**config.mk**
```make
export PLATFORM = sky130hd
export DESIGN_NAME = burst_col_gen
export DESIGN_NICKNAME = d
export VERILOG_FILES = /design/src/rtl/colgen_pkg.sv /design/src/rtl/colgen_ctrl.sv /design/src/rtl/colgen_addr.sv /design/src/rtl/burst_col_gen.sv
export SDC_FILE = /design/constraint.sdc
export NUM_CORES = 1
export LEC_CHECK = 0
export ABC_AREA = 1
export ABC_CLOCK_PERIOD_IN_PS = 2450
export BUFFER_PORTS_ARGS = -buffer_cell sky130_fd_sc_hd__buf_4
export CAP_MARGIN = 20
export CORE_ASPECT_RATIO = 1.4
export CORE_MARGIN = 2
export CORE_UTILIZATION = 40
export DETAILED_ROUTE_END_ITERATION = 7
export GPL_TIMING_DRIVEN = 0
export PLACE_DENSITY = 0.6
export SLEW_MARGIN = 20
export SYNTH_ARGS = -nofsm -noshare
export SYNTH_HDL_FRONTEND = slang
export SYNTH_SLANG_ARGS = --single-unit
```
**constraint.sdc**
```tcl
create_clock -name clk -period 2.45 [get_ports clk]
set_input_delay 0.49 -clock clk [delete_from_list [all_inputs] [get_ports clk]]
set_output_delay 0.49 -clock clk [all_outputs]
set_load 0.005 [all_outputs]
```
**src/rtl/colgen_pkg.sv**
```systemverilog
// Shared types for the burst column generator.
// Assumes: the length field holds log2 of a fixed burst length.
package colgen_pkg;
    typedef struct packed {
        logic       full;     // full-page burst
        logic [1:0] log_len;  // log2 of fixed burst length
        logic       ilv;      // interleaved order
    } burst_mode_t;
endpackage

```
**src/rtl/colgen_ctrl.sv**
```systemverilog
// Burst sequencer: holds the burst state, counts beats and flags the last one.
// Assumes: start outranks term; full-page bursts run until terminated.
module colgen_ctrl
    import colgen_pkg::*;
#(
    parameter int COL_W = 9
) (
    input  logic             clk,
    input  logic             rst_n,
    input  logic             start,
    input  logic             term,
    input  burst_mode_t      mode_in,
    input  logic [COL_W-1:0] start_col,
    output logic             valid,
    output logic             last,
    output logic [COL_W-1:0] cnt,
    output logic [COL_W-1:0] base,
    output burst_mode_t      mode
);
    localparam logic [COL_W-1:0] ONE = 1;

    logic [COL_W-1:0] len_mask;

    // Beat mask of the latched fixed length (BL-1).
    always_comb len_mask = (ONE << mode.log_len) - ONE;

    // Last beat of a fixed-length burst.
    always_comb last = valid && !mode.full && (cnt == len_mask);

    // Burst state: load on start, step per beat, stop on last beat or term.
    always_ff @(posedge clk) begin
        if (!rst_n) begin
            valid <= 1'b0;
            cnt   <= '0;
            base  <= '0;
            mode  <= '0;
        end else if (start) begin
            valid <= 1'b1;
            cnt   <= '0;
            base  <= start_col;
            mode  <= mode_in;
        end else if (valid) begin
            if (term || last) valid <= 1'b0;
            else              cnt   <= cnt + ONE;
        end
    end

    // full page never raises last.
    p_no_last_full_r7: assert property (@(posedge clk) disable iff (!rst_n)
        (valid && mode.full) |-> !last);
    // idle after the last beat unless restarted.
    p_idle_after_last_r8: assert property (@(posedge clk) disable iff (!rst_n)
        (last && !start) |=> !valid);
    // terminate ends the burst.
    p_term_stops_r9: assert property (@(posedge clk) disable iff (!rst_n)
        (valid && term && !start) |=> !valid);
    // beats advance by one per clock.
    p_beat_step_r4: assert property (@(posedge clk) disable iff (!rst_n)
        (valid && !start && !term && !last) |=> (valid && cnt == $past(cnt) + ONE));
endmodule

```
**src/rtl/colgen_addr.sv**
```systemverilog
// Address former: merges the start column with the beat count per burst order.
// Assumes: the count is below BL for fixed bursts; full page ignores the order.
module colgen_addr
    import colgen_pkg::*;
#(
    parameter int COL_W = 9
) (
    input  burst_mode_t      mode,
    input  logic [COL_W-1:0] base,
    input  logic [COL_W-1:0] cnt,
    output logic [COL_W-1:0] col
);
    localparam logic [COL_W-1:0] ONE = 1;

    logic [COL_W-1:0] wrap_mask;
    logic [COL_W-1:0] low;

    // Bits that move within the burst: BL-1 for fixed, all bits for full page.
    always_comb wrap_mask = mode.full ? '1 : ((ONE << mode.log_len) - ONE);

    // Sequential adds, interleaved XORs; full page always adds.
    always_comb low = (mode.ilv && !mode.full) ? (base ^ cnt) : (base + cnt);

    // Keep the block bits of the start column, replace the wrapping bits.
    always_comb col = (base & ~wrap_mask) | (low & wrap_mask);
endmodule

```
**src/rtl/burst_col_gen.sv**
```systemverilog
// Top of the burst column generator: decodes the length code and joins
// the sequencer to the address former.
// Assumes: len_code bit 2 selects full page; inputs sampled on the rising edge.
module burst_col_gen
    import colgen_pkg::*;
#(
    parameter int COL_W = 9
) (
    input  logic             clk,
    input  logic             rst_n,
    input  logic [2:0]       len_code,
    input  logic             interleave,
    input  logic             start,
    input  logic [COL_W-1:0] start_col,
    input  logic             term,
    output logic [COL_W-1:0] col,
    output logic             beat_valid,
    output logic             last_beat
);
    burst_mode_t      mode_in;
    burst_mode_t      mode_q;
    logic [COL_W-1:0] cnt;
    logic [COL_W-1:0] base;

    // Pack the mode inputs into the shared struct.
    always_comb mode_in = '{full: len_code[2], log_len: len_code[1:0], ilv: interleave};

    colgen_ctrl #(.COL_W(COL_W)) u_ctrl (
        .clk(clk), .rst_n(rst_n), .start(start), .term(term),
        .mode_in(mode_in), .start_col(start_col),
        .valid(beat_valid), .last(last_beat), .cnt(cnt), .base(base), .mode(mode_q)
    );

    colgen_addr #(.COL_W(COL_W)) u_addr (
        .mode(mode_q), .base(base), .cnt(cnt), .col(col)
    );

    // a start yields beat 0 at the start column.
    p_start_load_r2: assert property (@(posedge clk) disable iff (!rst_n)
        start |=> (beat_valid && col == $past(start_col)));
    // reset clears the outputs.
    p_reset_idle_r1: assert property (@(posedge clk)
        !rst_n |=> (!beat_valid && !last_beat));
endmodule

```
==> results.cfg, run 1 <==
[placement]
routabilityCongestion = 0.864
dp_hpwl_mm = 3.02
dp_cells = 331
place.port_buffers = 27

[setup_path]
max_stage_delay_ns = 0.37
slowest_stage = dfxtp_4
crit_chain = ha_4 -> fa_2 -> nand2_2 -> nand2_4 -> nand3_2 -> nand2_1 -> nand2_1 -> nand2_1 -> nand2_1 -> nand2_1 -> nand2_1 -> nand2_1 -> buf_4
worstPathArrival_ns = 1.87
worstSetupStartpointType = flop
cpMostUsedCell = nand2_1
path_max_fanout = 4
endpoint_kind = output port
crit_type = flop to output port
crit_required_ns = 1.96

[logic_synthesis]
ys.flop_type = dfxtp_1
yosysTopAreaCell = dfxtp_1
synth_common_cells = nand2_1 (69), nor2_1 (33), inv_1 (26), dfxtp_1 (23), a21oi_1 (22)
yosysMostFrequentCell = nand2_1
synth_edf_count = 0
async_reset_ff_share_pct = 0
yosys_warnings = 0
syn_avg_cell_area_um2 = 6.39
ys_ff_latch = 23
synth_top_area_share_pct = 27.6
yosys-top-cells-area = dfxtp_1 (28%), nand2_1 (16%), ha_1 (8.3%)
postSynthCellCount = 261
yosysUniqueCellTypes = 27
synthesis.area_um2 = 1670
syn_nets = 290
ys_seq_area_share_pct = 27.6

[clock_tree]
cts_max_level = 1
cts-buffers-inserted = 3
cts_max_path_buffers = 2
path_clk_slew_ns = 0.08
cts_hold_buf = 0
clock-root-buffer = clkbuf_8
clock-sinks = 23
insertion_delay_ns = 0.27
cts_tree = done

[routing]
route.final.wire_length_mm = 3.93
ant_nets = 0
wl_per_cell_um = 11.7
firstDrtPassIters = 4
num_vias = 1666
drc_errors = 0
drt_iter0_drc = 54
vias_per_cell = 4.96

[floorplan]
chipWidth_um = 58.6
fp.dieH_um = 80.4
ios = 28
rows = 27
core-area_um2 = 3950
dieArea_um2 = 4710
initial_core_util_pct = 42.2

[final_layout]
drive_above_1_share_pct = 22.9
final_util_pct = 52.3
syn_to_final_growth_pct = 24.0
fillers = 409
diodes = 0
fin_nets = 323
final_cells = 336

[global_route]
grt_pass1_wl_mm = 6.58
grt_max_degree = 13
antenna_found_initial = 0
grt_pass1_vias = 1513
overflow = 0
grt.total_usage_pct = 18.1

[timing]
max_slew_margin_pct = 68.4
hold_viol = 0
drv_slew = 0
period_minus_slack_ns = 2.36
tightestPinTransition_ns = 0.474
setup_viol = 0
period_share_pct = 96.4
timing.fmax_mhz = 423
finClkSkew_ns = 0.00181
rsz0062_at_grt = true

[power]
powerDensity_nw_per_um2 = 413
vdd_ir_drop_max_mv = 0.373
leakage_nw = 1.03

[outcome]
status = complete, no violations

[worst_hold_path]
holdCritPathClass = primary input to flop

[job]
cap_violations = 0
==> what timing repair did <==
item,4_1_cts,5_1_grt
gates resized for setup,5,20
endpoints found under the setup margin,2,7
setup buffers,0,1
pin swaps,0,5
==> cell families (layout without fill, tap and decap cells) <==
kind of cell | after synthesis | after routing | share of synthesized area, %
adder cells (fa/ha/maj) | 12 | 12 | 9.45
AO/OA/AOI/OAI | 43 | 43 | 13.7
XOR/XNOR | 9 | 9 | 4.73
flip-flops | 23 | 23 | 27.6
AND/OR/NAND/NOR | 138 | 138 | 35.9
buffers and inverters | 36 | 68 | 8.55
==> layout make-up <==
cell class                 instances  area [um2]  share of cell area (%)
multi-input combinational        202        1140                    55.2
sequential                        23         475                    23.0
timing repair buffer              28         210                    10.2
inverter                          32         120                    5.81
tap                               43        53.8                    2.60
clock buffer                       4        45.0                    2.18
buffer                             4        22.5                    1.09
==> sequential cells by signal (all words and copies together) (netlist names) <==
| register | cells |
|---|---|
| u_ctrl.base | 9 |
| u_ctrl.mode | 4 |
| u_ctrl.cnt | 9 |
| u_ctrl.valid | 1 |
==> through the flow <==
stage	worst slack, ns	hold slack [ns]	instance area, um2	power [mW]	setup TNS [ns]
after floorplan	0.506	0.453	1670	0.532	0
after global placement	0.235	0.470	1920	0.615	0
after detailed placement	0.231	0.487	1920	0.616	0
after CTS	0.0231	0.437	1980	0.857	0
after global routing	-0.0183	0.446	2070	0.901	-0.0183
final	0.0885	0.439	2070	0.855	0
==> power by group <==
group	total, mW	internal (mW)	switching [mW]
logic	0.208	0.0961	0.112
registers	0.404	0.388	0.0157
clock network	0.243	0.116	0.126
total	0.855	0.601	0.254
==> critical path, delay by kind of cell, from the launching register on <==
family	cells	cell delay, ns
buffers and inverters	1	0.13
adder cells (fa/ha/maj)	2	0.52
AND/OR/NAND/NOR	10	0.59
flip-flops	1	0.37
==> final timing paths <==
check / endpoint / slack (ns) / depth (start not counted) / startpoint
worst max-delay path: col[8] / 0.09 / 13 / u_ctrl.cnt[0]
worst min-delay path: u_ctrl.base[3] / 0.44 / 3 / start_col[3]
worst max register to register: u_ctrl.cnt[2] / 0.81 / 12 / u_ctrl.mode[1]
worst min register to register: u_ctrl.cnt[7] / 0.51 / 2 / u_ctrl.cnt[7]
==> routing by layer <==
layer / share of wire (%) / up-vias / global-route usage (%)
li1: - / 901 / -
met1: 46 / 733 / 23.2
met2: 50 / 26 / 30.8
met3: 2.3 / 6 / 1.93
met4: 1.7 / 0 / 6.82
met5: 0 / - / 0
==> cells in the final DEF, fill, tap and decap left out, types with 4 or more instances in the layout <==
cell type,synthesis,layout
nand2_1,69,65
nor2_1,33,33
buf_4,0,28
inv_1,26,25
a21oi_1,22,22
nand3_1,21,20
dfxtp_1,23,15
o21ai_0,15,14
ha_1,11,8
xor2_1,7,7
dfxtp_2,0,6
inv_2,4,5
nor2_2,5,5
nand2_2,2,4
nand3_2,3,4
clkbuf_1,3,4
Power figures use the tool's default switching activity.
==> inputs of run 2 (changes only) <==
--- a/config.mk
+++ b/config.mk
@@ -10,7 +10,7 @@
 export BUFFER_PORTS_ARGS = -buffer_cell sky130_fd_sc_hd__buf_4
 export CAP_MARGIN = 20
 export CORE_ASPECT_RATIO = 1.4
-export CORE_MARGIN = 2
+export CORE_MARGIN = 10
 export CORE_UTILIZATION = 40
 export DETAILED_ROUTE_END_ITERATION = 7
 export GPL_TIMING_DRIVEN = 0
==> results.cfg, run 2 (synthesis results as in run 1) <==
[outcome]
status = complete, no violations

[floorplan]
fp.dieH_um = 96.4
chipWidth_um = 74.6
rows = 27
dieArea_um2 = 7190
ios = 28
core-area_um2 = 3990
initial_core_util_pct = 41.8

[power]
power_frac_clock_pct = 28.3
netSwitchingFraction_pct = 29.7
p_comb_share_pct = 24.4
switching_power_uw = 254
powerDensity_nw_per_um2 = 419
vdd_ir_drop_max_mv = 0.234
sequentialPowerShare_pct = 47.3
p_int_uw = 602
leakage_nw = 1.01

[final_layout]
diodes = 0
design_area_um2 = 2040
final_util_pct = 51.3
syn_to_final_growth_pct = 22.6
fillers = 433
final_common_cell = nand2_1
layout_common_cells = nand2_1 (65), nor2_1 (33), buf_4 (26)
top_regs = u_ctrl.base: 9 flops, u_ctrl.cnt: 9 flops, u_ctrl.mode: 4 flops
fin_nets = 322
drive_above_1_share_pct = 22.6
final_cells = 335

[setup_path]
endpoint_kind = output port
crit_type = flop to output port
path_max_fanout = 5
worst_r2r_path_depth = 11
rrSetupSlack_ns = 0.81
reg2reg_from = u_ctrl.mode[2]
r2r_end = u_ctrl.cnt[6]
worstPathArrival_ns = 1.89
crit_required_ns = 1.96
worstSetupStartpointType = flop

[placement]
routabilityCongestion = 0.854
place.port_buffers = 27
dp_hpwl_mm = 3.36
placed_area_um2 = 1920
dp_cells = 331

[timing]
hold_viol = 0
timing.fmax_mhz = 420
tightestPinTransition_ns = 0.483
max_slew_margin_pct = 67.8
period_share_pct = 97.1
drv_slew = 0
whs_ns = 0.439
fin_setup_tns_ns = 0
setup_viol = 0
period_minus_slack_ns = 2.38
finClkSkew_ns = 0.00343
rsz0062_at_grt = true

[global_route]
grt_max_degree = 13
grt.total_usage_pct = 12.5
grt_pass1_vias = 1611
grt_pass1_wl_mm = 7.19
antenna_found_initial = 0
overflow = 0

[worst_hold_path]
hold_path.startpoint = start_col[6]
hold_depth = 3
holdCritPathClass = primary input to flop
hold_end = u_ctrl.base[6]

[routing]
ant_nets = 0
drt_iter0_drc = 73
wl_per_cell_um = 12.4
route.final.wire_length_mm = 4.16
drc_errors = 0
firstDrtPassIters = 5
num_vias = 1634
vias_per_cell = 4.88

[job]
cap_violations = 0

[clock_tree]
clock-sinks = 23
cts-buffers-inserted = 3
post_cts_buffers = 0
clock-root-buffer = clkbuf_8
cts_max_level = 1
insertion_delay_ns = 0.27
path_clk_slew_ns = 0.08
cts_max_path_buffers = 2
cts_tree = done
cts_hold_buf = 0
-- run 2: worst max path at each step --
stage | start | end | slack [ns] | cells past startpoint
after global placement | u_ctrl.cnt[0] | col[6] | 0.23 | 10
after detailed placement | u_ctrl.cnt[0] | col[6] | 0.21 | 10
final | u_ctrl.cnt[0] | col[6] | 0.07 | 10
after global routing | u_ctrl.cnt[0] | col[8] | -0.03 | 13
after CTS | u_ctrl.cnt[0] | col[6] | 0.002 | 10
after floorplan | u_ctrl.cnt[0] | col[6] | 0.51 | 9
-- run 2: power by group through the flow --
stage	sequential, mW	combinational [mW]	clock [mW]
after floorplan	0.409	0.123	0
after global placement	0.413	0.204	0
after detailed placement	0.413	0.206	0
after CTS	0.404	0.207	0.257
after global routing	0.408	0.236	0.266
final	0.405	0.209	0.242
-- run 2: final cells by class --
| type | count | area [um2] | area share, % |
|---|---|---|---|
| plain buffers | 4 | 22.5 | 1.10 |
| well taps | 43 | 53.8 | 2.63 |
| flip-flops and latches | 23 | 477 | 23.3 |
| clock buffers | 4 | 45.0 | 2.20 |
| repair buffers | 27 | 206 | 10.1 |
| multi-input cells | 202 | 1120 | 54.8 |
| inverters | 32 | 120 | 5.88 |
-- run 2: metrics by stage --
| step | setup WS (ns) | total power, mW |
|---|---|---|
| 2_1_floorplan | 0.506 | 0.532 |
| 3_3_place_gp | 0.226 | 0.617 |
| 3_5_place_dp | 0.209 | 0.619 |
| 4_1_cts | 0.00197 | 0.867 |
| 5_1_grt | -0.0312 | 0.911 |
| 6_report | 0.0713 | 0.856 |
-- run 2: layer usage --
layer | wire length (um) | share of wire, % | vias to the layer above | GRT usage (%)
li1 | - | - | 900 | -
met1 | 1860 | 45 | 703 | 14.4
met2 | 2080 | 50 | 26 | 22.3
met3 | 168 | 4.0 | 5 | 2.55
met4 | 52 | 1.2 | 0 | 3.80
met5 | 0 | 0 | - | 0
-- run 2: repair_timing --
| item | CTS | global route |
|---|---|---|
| pin swaps | 0 | 3 |
| gates resized for setup | 6 | 18 |
| endpoints found under the setup margin | 2 | 7 |
-- run 2: worst max-delay path: stages, from the launching register on --
cell and delay, ns:
dfxtp_4 0.38, ha_4 0.17, fa_2 0.36, nand2_2 0.08, nand2_2 0.07, nand2_2 0.08
o21bai_1 0.08, a21o_1 0.16, nand3_1 0.07, nand2_1 0.07, buf_6 0.11
